<file path="src/rtl/csa_pkg.sv">
package csa_pkg;
  // low bit index of section k when section widths are first_w, first_w+1, ...
  function automatic int sect_lo(input int first_w, input int k);
    return k * first_w + (k * (k - 1)) / 2;
  endfunction

  function automatic int sect_w(input int first_w, input int k);
    return first_w + k;
  endfunction

  function automatic int total_w(input int first_w, input int n_sect);
    return sect_lo(first_w, n_sect);
  endfunction
endpackage

</file>
<file path="src/rtl/csa_pg.sv">
module csa_pg #(
  parameter int W = 4
) (
  input  logic [W-1:0] a_i,
  input  logic [W-1:0] b_i,
  output logic [W-1:0] g_o,
  output logic [W-1:0] p_o
);
  assign g_o = a_i & b_i;
  assign p_o = a_i ^ b_i;

  always_comb begin
    // generate and propagate never both set
    assert_pg_exclusive_R3: assert ((g_o & p_o) == '0);
  end
endmodule

</file>
<file path="src/rtl/csa_ripple.sv">
module csa_ripple #(
  parameter int   W   = 4,
  parameter logic CIN = 1'b0
) (
  input  logic [W-1:0] g_i,
  input  logic [W-1:0] p_i,
  output logic [W:0]   c_o
);
  assign c_o[0] = CIN;
  for (genvar i = 0; i < W; i++) begin : g_bit
    assign c_o[i+1] = g_i[i] | (p_i[i] & c_o[i]);
  end
endmodule

</file>
<file path="src/rtl/csa_stage.sv">
module csa_stage #(
  parameter int W = 4
) (
  input  logic [W-1:0] a_i,
  input  logic [W-1:0] b_i,
  input  logic         sel_c_i,
  output logic [W-1:0] sum_o,
  output logic         c_o
);
  logic [W-1:0] g, p;
  logic [W:0]   c_lo, c_hi;
  logic [W-1:0] sum_lo, sum_hi;

  csa_pg #(.W(W)) i_pg (
    .a_i(a_i), .b_i(b_i), .g_o(g), .p_o(p)
  );

  csa_ripple #(.W(W), .CIN(1'b0)) i_chain_lo (
    .g_i(g), .p_i(p), .c_o(c_lo)
  );

  csa_ripple #(.W(W), .CIN(1'b1)) i_chain_hi (
    .g_i(g), .p_i(p), .c_o(c_hi)
  );

  assign sum_lo = p ^ c_lo[W-1:0];
  assign sum_hi = p ^ c_hi[W-1:0];

  for (genvar i = 0; i < W; i++) begin : g_mux
    assign sum_o[i] = sel_c_i ? sum_hi[i] : sum_lo[i];
  end
  assign c_o = sel_c_i ? c_hi[W] : c_lo[W];

  always_comb begin
    // assumed-1 chain dominates assumed-0 chain
    assert_chain_order_R4: assert ((c_lo & ~c_hi) == '0);
    // selected carry-out must agree with the selected sum bits
    assert_sel_consistent_R5: assert (c_o == (g[W-1] | (p[W-1] & (sum_o[W-1] ^ p[W-1]))));
  end
endmodule

</file>
<file path="src/rtl/sqrt_csel_adder.sv">
module sqrt_csel_adder #(
  parameter int FIRST_W = 2,
  parameter int N_SECT  = 5
) (
  input  logic [csa_pkg::total_w(FIRST_W, N_SECT)-1:0] a_i,
  input  logic [csa_pkg::total_w(FIRST_W, N_SECT)-1:0] b_i,
  input  logic                                          cin_i,
  output logic [csa_pkg::total_w(FIRST_W, N_SECT)-1:0] sum_o,
  output logic                                          cout_o
);
  localparam int WIDTH = csa_pkg::total_w(FIRST_W, N_SECT);

  logic [N_SECT:0] sect_c;
  assign sect_c[0] = cin_i;

  for (genvar k = 0; k < N_SECT; k++) begin : g_sect
    localparam int LO = csa_pkg::sect_lo(FIRST_W, k);
    localparam int SW = csa_pkg::sect_w(FIRST_W, k);

    csa_stage #(.W(SW)) i_stage (
      .a_i    (a_i[LO +: SW]),
      .b_i    (b_i[LO +: SW]),
      .sel_c_i(sect_c[k]),
      .sum_o  (sum_o[LO +: SW]),
      .c_o    (sect_c[k+1])
    );

    always_comb begin
      // carry implied at section base matches incoming select carry
      assert_sect_base_R6: assert ((sum_o[LO] ^ a_i[LO] ^ b_i[LO]) == sect_c[k]);
    end
  end

  assign cout_o = sect_c[N_SECT];

  always_comb begin
    // carry out formed from msb operands and carry implied at msb
    assert_cout_msb_R7: assert (cout_o ==
      ((a_i[WIDTH-1] & b_i[WIDTH-1]) |
       ((a_i[WIDTH-1] ^ b_i[WIDTH-1]) & (sum_o[WIDTH-1] ^ a_i[WIDTH-1] ^ b_i[WIDTH-1]))));
  end
endmodule

</file>
<file path="config.mk">
export PLATFORM = sky130hd
export DESIGN_NAME = sqrt_csel_adder
export DESIGN_NICKNAME = d
export VERILOG_FILES = /design/src/rtl/csa_pkg.sv /design/src/rtl/csa_pg.sv /design/src/rtl/csa_ripple.sv /design/src/rtl/csa_stage.sv /design/src/rtl/sqrt_csel_adder.sv
export SDC_FILE = /design/constraint.sdc
export NUM_CORES = 1
export LEC_CHECK = 0
export ABC_CLOCK_PERIOD_IN_PS = 4390
export BUFFER_PORTS_ARGS = -buffer_cell sky130_fd_sc_hd__buf_4
export CORE_UTILIZATION = 50
export DETAILED_ROUTE_END_ITERATION = 10
export MAX_ROUTING_LAYER = met4
export PLACE_DENSITY = 0.9
export SETUP_SLACK_MARGIN = 0.2
export SLEW_MARGIN = 20
export SYNTH_ARGS = -nofsm -noshare
export SYNTH_HDL_FRONTEND = slang
export SYNTH_SLANG_ARGS = --single-unit
</file>
<file path="constraint.sdc">
create_clock -name vclk -period 4.39
set_clock_uncertainty 0.05 [all_clocks]
set_input_delay 0 -clock vclk [all_inputs]
set_output_delay 0 -clock vclk [all_outputs]
set_load 0.02 [all_outputs]
</file>
Yosys cells after proc, flatten, opt, wreduce, memory -nomap -nowiden
Index checks and enable logic that the tools add are counted.
W data, S select, Z words.
Storage, ports and cells
  memory bits (read-only): 0
  RAM bits: 0
  word-level logic and storage cells: 110
  memories kept: 0
  register bits after elaboration: 0
  bits of input ports: 41
  output and inout bits: 21
  bits in latches: 0
Cells by class
  $mul: 0
  shifts and indexed selects: 0
  reduce and logical (&&, ||, !) cells: 0
  bitwise logic cells: 85
  mux-type cells: 25
  add/sub/neg operators: 0
  equality and inequality tests: 0
  divide/modulo/power cells: 0
  order comparisons: 0
Operator list (count)
  $or A1 B1 Y1: 35
  $and A1 B1 Y1: 30
  $mux W1: 25
  $xor A6 B6 Y6: 3
  $xor A5 B5 Y5: 3
  $xor A4 B4 Y4: 3
  $xor A3 B3 Y3: 3
  $and A6 B6 Y6: 1
  $xor A2 B2 Y2: 3
  $and A5 B5 Y5: 1
  $and A4 B4 Y4: 1
  $and A3 B3 Y3: 1
  $and A2 B2 Y2: 1

Logic depth before layout (Yosys ltp)
  depth after elaboration: 13
  mapped depth: 11
  depth with buffers taken out: 10

By module
A second synthesis with hierarchy kept.
Unflattened totals
  cell total of the unflattened synthesis: 152
  area, all modules: 1301.2 um^2
By module, submodules not included
  csa_stage (g_sect[4].i_stage): sequential area each 0.0 um^2, instances 1, area each 135.1 um^2, cells an instance 14
  csa_stage (g_sect[3].i_stage): sequential area each 0.0 um^2, instances 1, area each 116.4 um^2, cells an instance 12
  csa_ripple (g_sect[4].i_stage.i_chain_lo): sequential area each 0.0 um^2, instances 1, area each 105.1 um^2, cells an instance 14
  csa_ripple (g_sect[4].i_stage.i_chain_hi): sequential area each 0.0 um^2, instances 1, area each 97.6 um^2, cells an instance 13
  csa_stage (g_sect[2].i_stage): sequential area each 0.0 um^2, instances 1, area each 97.6 um^2, cells an instance 10
  csa_ripple (g_sect[3].i_stage.i_chain_hi): sequential area each 0.0 um^2, instances 1, area each 76.3 um^2, cells an instance 10
  csa_pg (g_sect[4].i_stage.i_pg): sequential area each 0.0 um^2, instances 1, area each 75.1 um^2, cells an instance 6
  csa_ripple (g_sect[2].i_stage.i_chain_hi): sequential area each 0.0 um^2, instances 1, area each 67.6 um^2, cells an instance 12
  csa_stage (g_sect[1].i_stage): sequential area each 0.0 um^2, instances 1, area each 67.6 um^2, cells an instance 7
  csa_pg (g_sect[3].i_stage.i_pg): sequential area each 0.0 um^2, instances 1, area each 62.6 um^2, cells an instance 5
  csa_ripple (g_sect[3].i_stage.i_chain_lo): sequential area each 0.0 um^2, instances 1, area each 57.6 um^2, cells an instance 8
  csa_pg (g_sect[2].i_stage.i_pg): sequential area each 0.0 um^2, instances 1, area each 50.0 um^2, cells an instance 4
  csa_ripple (g_sect[2].i_stage.i_chain_lo): sequential area each 0.0 um^2, instances 1, area each 50.0 um^2, cells an instance 7
  csa_stage (g_sect[0].i_stage): sequential area each 0.0 um^2, instances 1, area each 48.8 um^2, cells an instance 5
  6 more rows

Least setup slack after synthesis
No wires, ideal clock.
  path type: input to output
  start: input a_i[14] (netlist name)
  end: output sum_o[19] (netlist name)
  arrival: 2.564 ns
  setup slack: 1.776 ns
  required time: 4.340 ns
  buffers on the path: 0
  stages on the path: 9
  cell sequence: inv_1 ha_1 inv_1 fa_1 fa_1 fa_1 fa_1 o211a_1 nor4_1
Between the ends
  longest elaborated chain between the ends: 12
  elaborated cells on any way between the ends: 22
  those cells by class: mux (1); bitwise (21)
Ends and longest elaborated chain
  start: declaration: line sqrt_csel_adder.sv:5  | input logic [csa_pkg::total_w(FIRST_W, N_SECT)-1:0] a_i,
  $and A6 B6 Y6 / $xor A6 B6 Y6 (equally long branches): line csa_pg.sv:9, csa_pg.sv:10
  $or A1 B1 Y1: line csa_ripple.sv:11  | assign c_o[i+1] = g_i[i] | (p_i[i] & c_o[i]);
  $and A1 B1 Y1: line csa_ripple.sv:11
  $or A1 B1 Y1: line csa_ripple.sv:11
  $and A1 B1 Y1: line csa_ripple.sv:11
  $or A1 B1 Y1: line csa_ripple.sv:11
  $and A1 B1 Y1: line csa_ripple.sv:11
  $or A1 B1 Y1: line csa_ripple.sv:11
  $and A1 B1 Y1: line csa_ripple.sv:11
  $or A1 B1 Y1: line csa_ripple.sv:11
  $xor A6 B6 Y6: line csa_stage.sv:27  | assign sum_hi = p ^ c_hi[W-1:0];
  $mux W1 *: line csa_stage.sv:30  | assign sum_o[i] = sel_c_i ? sum_hi[i] : sum_lo[i];
  end: declaration: line sqrt_csel_adder.sv:8  | output logic [csa_pkg::total_w(FIRST_W, N_SECT)-1:0] sum_o,
Every way passes the cells marked *; elsewhere a longest branch is shown, timed or not.

Worst setup path after layout
  start: input a_i[0] (netlist name)
  end: output sum_o[15] (netlist name)
Between the ends
  longest elaborated chain between the ends: 9
  elaborated cells on any way between the ends: 12
  those cells by class: mux (5); bitwise (7)
Ends and longest elaborated chain
  $and A2 B2 Y2 / $xor A2 B2 Y2 (equally long branches): line csa_pg.sv:9, csa_pg.sv:10
  $or A1 B1 Y1: line csa_ripple.sv:11
  $and A1 B1 Y1: line csa_ripple.sv:11
  $or A1 B1 Y1: line csa_ripple.sv:11
  $mux W1 * (4 in a row): line csa_stage.sv:32  | assign c_o = sel_c_i ? c_hi[W] : c_lo[W];
  $mux W1 *: line csa_stage.sv:30
Marked as above.

==> flow_summary.ini <==
[synthesis]
syn_area_per_cell_sq_um = 11.0
yosys.cell_types.count = 27
synth_sequential_area_ratio_pct = 0
yosys_warnings = 0
syn-instance-count = 96
synth_area_leader_cell = sky130_fd_sc_hd__fa_1
syn_nets = 172
yosys.area.top_type_share_pct = 39.7
synthesis.area_sq_um = 1060
synthTopCellsByArea = sky130_fd_sc_hd__fa_1 (40%), sky130_fd_sc_hd__ha_1 (17%), sky130_fd_sc_hd__mux2_4 (5.7%)

[global_routing]
overall_track_demand_over_capacity_in_global_routing_pct = 21.3
first_global_vias = 936
grt.met1_usage_pct = 23.8
grt_start_max_net_pins = 6
grtUsageMet2_pct = 42.4
grt_first_pass_wirelength_um = 3480
groute.layer.met3.usage_pct = 0.377
gr_overflow_total = 0
number_of_antenna_violations_at_the_first_check_in_global_routing = 0
grt_busiest_layer = met2

[timing]
timing.hold.ws_ps = 253
achievable-frequency_mhz = 351
max-slew-margin-rel_pct = 65.3
final.period_utilization_pct = 64.9
maxSlewViolCount = 0
rsz_0062_raised_after_global_routing = false
hold_viol_final = 0
setup_viol = 0
tightest_slew_ps = 515
timing.final.crit_period_ps = 2850
fin_setup_tns_ps = 0

[pwr]
pwr-share-clk_pct = 0
switchingPower_mw = 0.153
vdd.ir_drop.worst_mv = 0.128
power_density_nw_per_um2 = 198
power_leakage_nw = 0.798
power.share.switching_pct = 50.2
p_comb_share_pct = 100.0
sequentialPowerShare_pct = 0
power_report.internal_total_mw = 0.152

[routing]
drt.antenna.violating_nets = 0
drt-pass1-iter-count = 3
drt_first_iter_violations = 4
remaining_drc_errors = 0
routed_wire_per_std_cell_um = 12.4
detail_route.vias_per_cell = 4.85
post_detailed_routing_wire_length_um = 2260
dr_total_vias = 888

[finish]
antenna-diode-count = 0
finish.net_count = 234
syn_to_final_growth_pct = 45.7
n_fill_cell = 130
drive_gt1_share_pct = 46.2
post-route-cell-area_sq_um = 1540
layout_common_cells = sky130_fd_sc_hd__buf_4 (62), sky130_fd_sc_hd__fa_1 (21), sky130_fd_sc_hd__inv_1 (15), sky130_fd_sc_hd__ha_1 (14)
mostFrequentLayoutCell = sky130_fd_sc_hd__buf_4
design.seq.count = 0
layout.area.seq_sq_um = 0
number_of_clock_buffers_in_the_layout = 0

[clock_tree]
cts_hold_buffers = 0
cts_repair_resize_count = 0
postCtsSetupRepairBufs = 0

[critical_path]
critPathMaxFanout = 5
cp_data_arrival_time_ps = 2800
crit_path_start_kind = input pin
end_kind = primary output
critPathRequiredTime_ps = 4340
timing.setup.critical_path_class = in2out

[job]
max_cap_violations = 0

[place]
dpl.hpwl_um = 2170
gpl.final_weighted_congestion = 0.761
buffer_ports.inserted = 62
postPlaceCellArea_sq_um = 1540

[worst_hold_path]
worstHoldPathType = in2out

[run_status]
outcome = finished, final reports clean

[floorplan]
fp.coreArea_sq_um = 1980
die-area_sq_um = 2310
initial_standard_cell_utilization_of_the_core_pct = 53.5
ioPinCount = 62
rows = 16
die_height_um = 48.0
fp.dieW_um = 48.0
## final cells by class
class	count	area, sq um	share of cell area, %
Multi-Input combinational cell	79	988	64.0
Timing Repair Buffer	62	465	30.1
Inverter	15	56.3	3.65
Tap cell	27	33.8	2.19
## final timing paths
check	from	end	slack (ps)	cells after the start
hold / removal	cin_i	sum_o[0]	250	3
setup / recovery	a_i[0]	sum_o[15]	1540	11
## metrics by stage
stage               power (mW)  instances  utilization [%]  worst slack [ps]
floorplan                0.182         96                -              1780
global placement         0.294        183             77.9              1700
detailed placement       0.307        183             77.9              1550
CTS                      0.308        183             77.9              1540
global route             0.336        183             77.9              1410
finish                   0.305        183             77.9              1540
## synth_stat cells
| library cell | number |
|---|---|
| sky130_fd_sc_hd__nor4_1 | 2 |
| sky130_fd_sc_hd__mux2_2 | 3 |
| sky130_fd_sc_hd__o21a_1 | 1 |
| sky130_fd_sc_hd__mux2_4 | 4 |
| sky130_fd_sc_hd__xnor2_1 | 4 |
| sky130_fd_sc_hd__and2b_1 | 1 |
| sky130_fd_sc_hd__xor2_1 | 4 |
| sky130_fd_sc_hd__nor2_1 | 3 |
| sky130_fd_sc_hd__ha_1 | 14 |
| sky130_fd_sc_hd__o31ai_1 | 1 |
| sky130_fd_sc_hd__mux2i_1 | 3 |
| sky130_fd_sc_hd__o41ai_2 | 1 |
| sky130_fd_sc_hd__or3_1 | 2 |
| sky130_fd_sc_hd__or2_1 | 1 |
| sky130_fd_sc_hd__buf_6 | 1 |
| sky130_fd_sc_hd__nand2_1 | 3 |
| sky130_fd_sc_hd__mux2i_2 | 1 |
| sky130_fd_sc_hd__o211a_1 | 1 |
| sky130_fd_sc_hd__nor3_1 | 1 |
| sky130_fd_sc_hd__inv_1 | 15 |
| sky130_fd_sc_hd__clkbuf_1 | 1 |
| sky130_fd_sc_hd__nand3b_1 | 1 |
| sky130_fd_sc_hd__nand3_1 | 2 |
| sky130_fd_sc_hd__a21oi_1 | 1 |
| sky130_fd_sc_hd__fa_1 | 21 |
| sky130_fd_sc_hd__o311a_4 | 1 |
| sky130_fd_sc_hd__mux2_1 | 3 |
## power by group through the flow
stage                     sequential, mW  combinational, mW  clock (mW)
after global routing                   0              0.336           0
after CTS                              0              0.308           0
after floorplan                        0              0.182           0
after detailed placement               0              0.307           0
final                                  0              0.305           0
after global placement                 0              0.294           0
## cell families after synthesis
group | synth area share (%)
and+or+nand+nor | 7.91
xor gates and xnor gates | 6.61
buffers and inverters | 6.73
adders and majority gates | 56.2
AOI/OAI and AO/OA | 6.38
muxes | 16.2
## metal layers
layer  vias to the layer above  share of wire (%)
met5                         -                  0
met4                         0               0.62
met3                         2                3.3
met2                        27                 58
met1                       423                 38
li1                        436                  -
## worst max-delay path: stages
cell and delay, ps:
sky130_fd_sc_hd__buf_4 110, sky130_fd_sc_hd__ha_1 180, sky130_fd_sc_hd__nor2_1 110, sky130_fd_sc_hd__a21oi_1 60, sky130_fd_sc_hd__fa_1 440, sky130_fd_sc_hd__mux2i_2 290
sky130_fd_sc_hd__mux2i_1 180, sky130_fd_sc_hd__o41ai_2 560, sky130_fd_sc_hd__or2_1 370, sky130_fd_sc_hd__mux2_4 330, sky130_fd_sc_hd__buf_4 160
No activity file was read; power rests on OpenSTA's default activity.
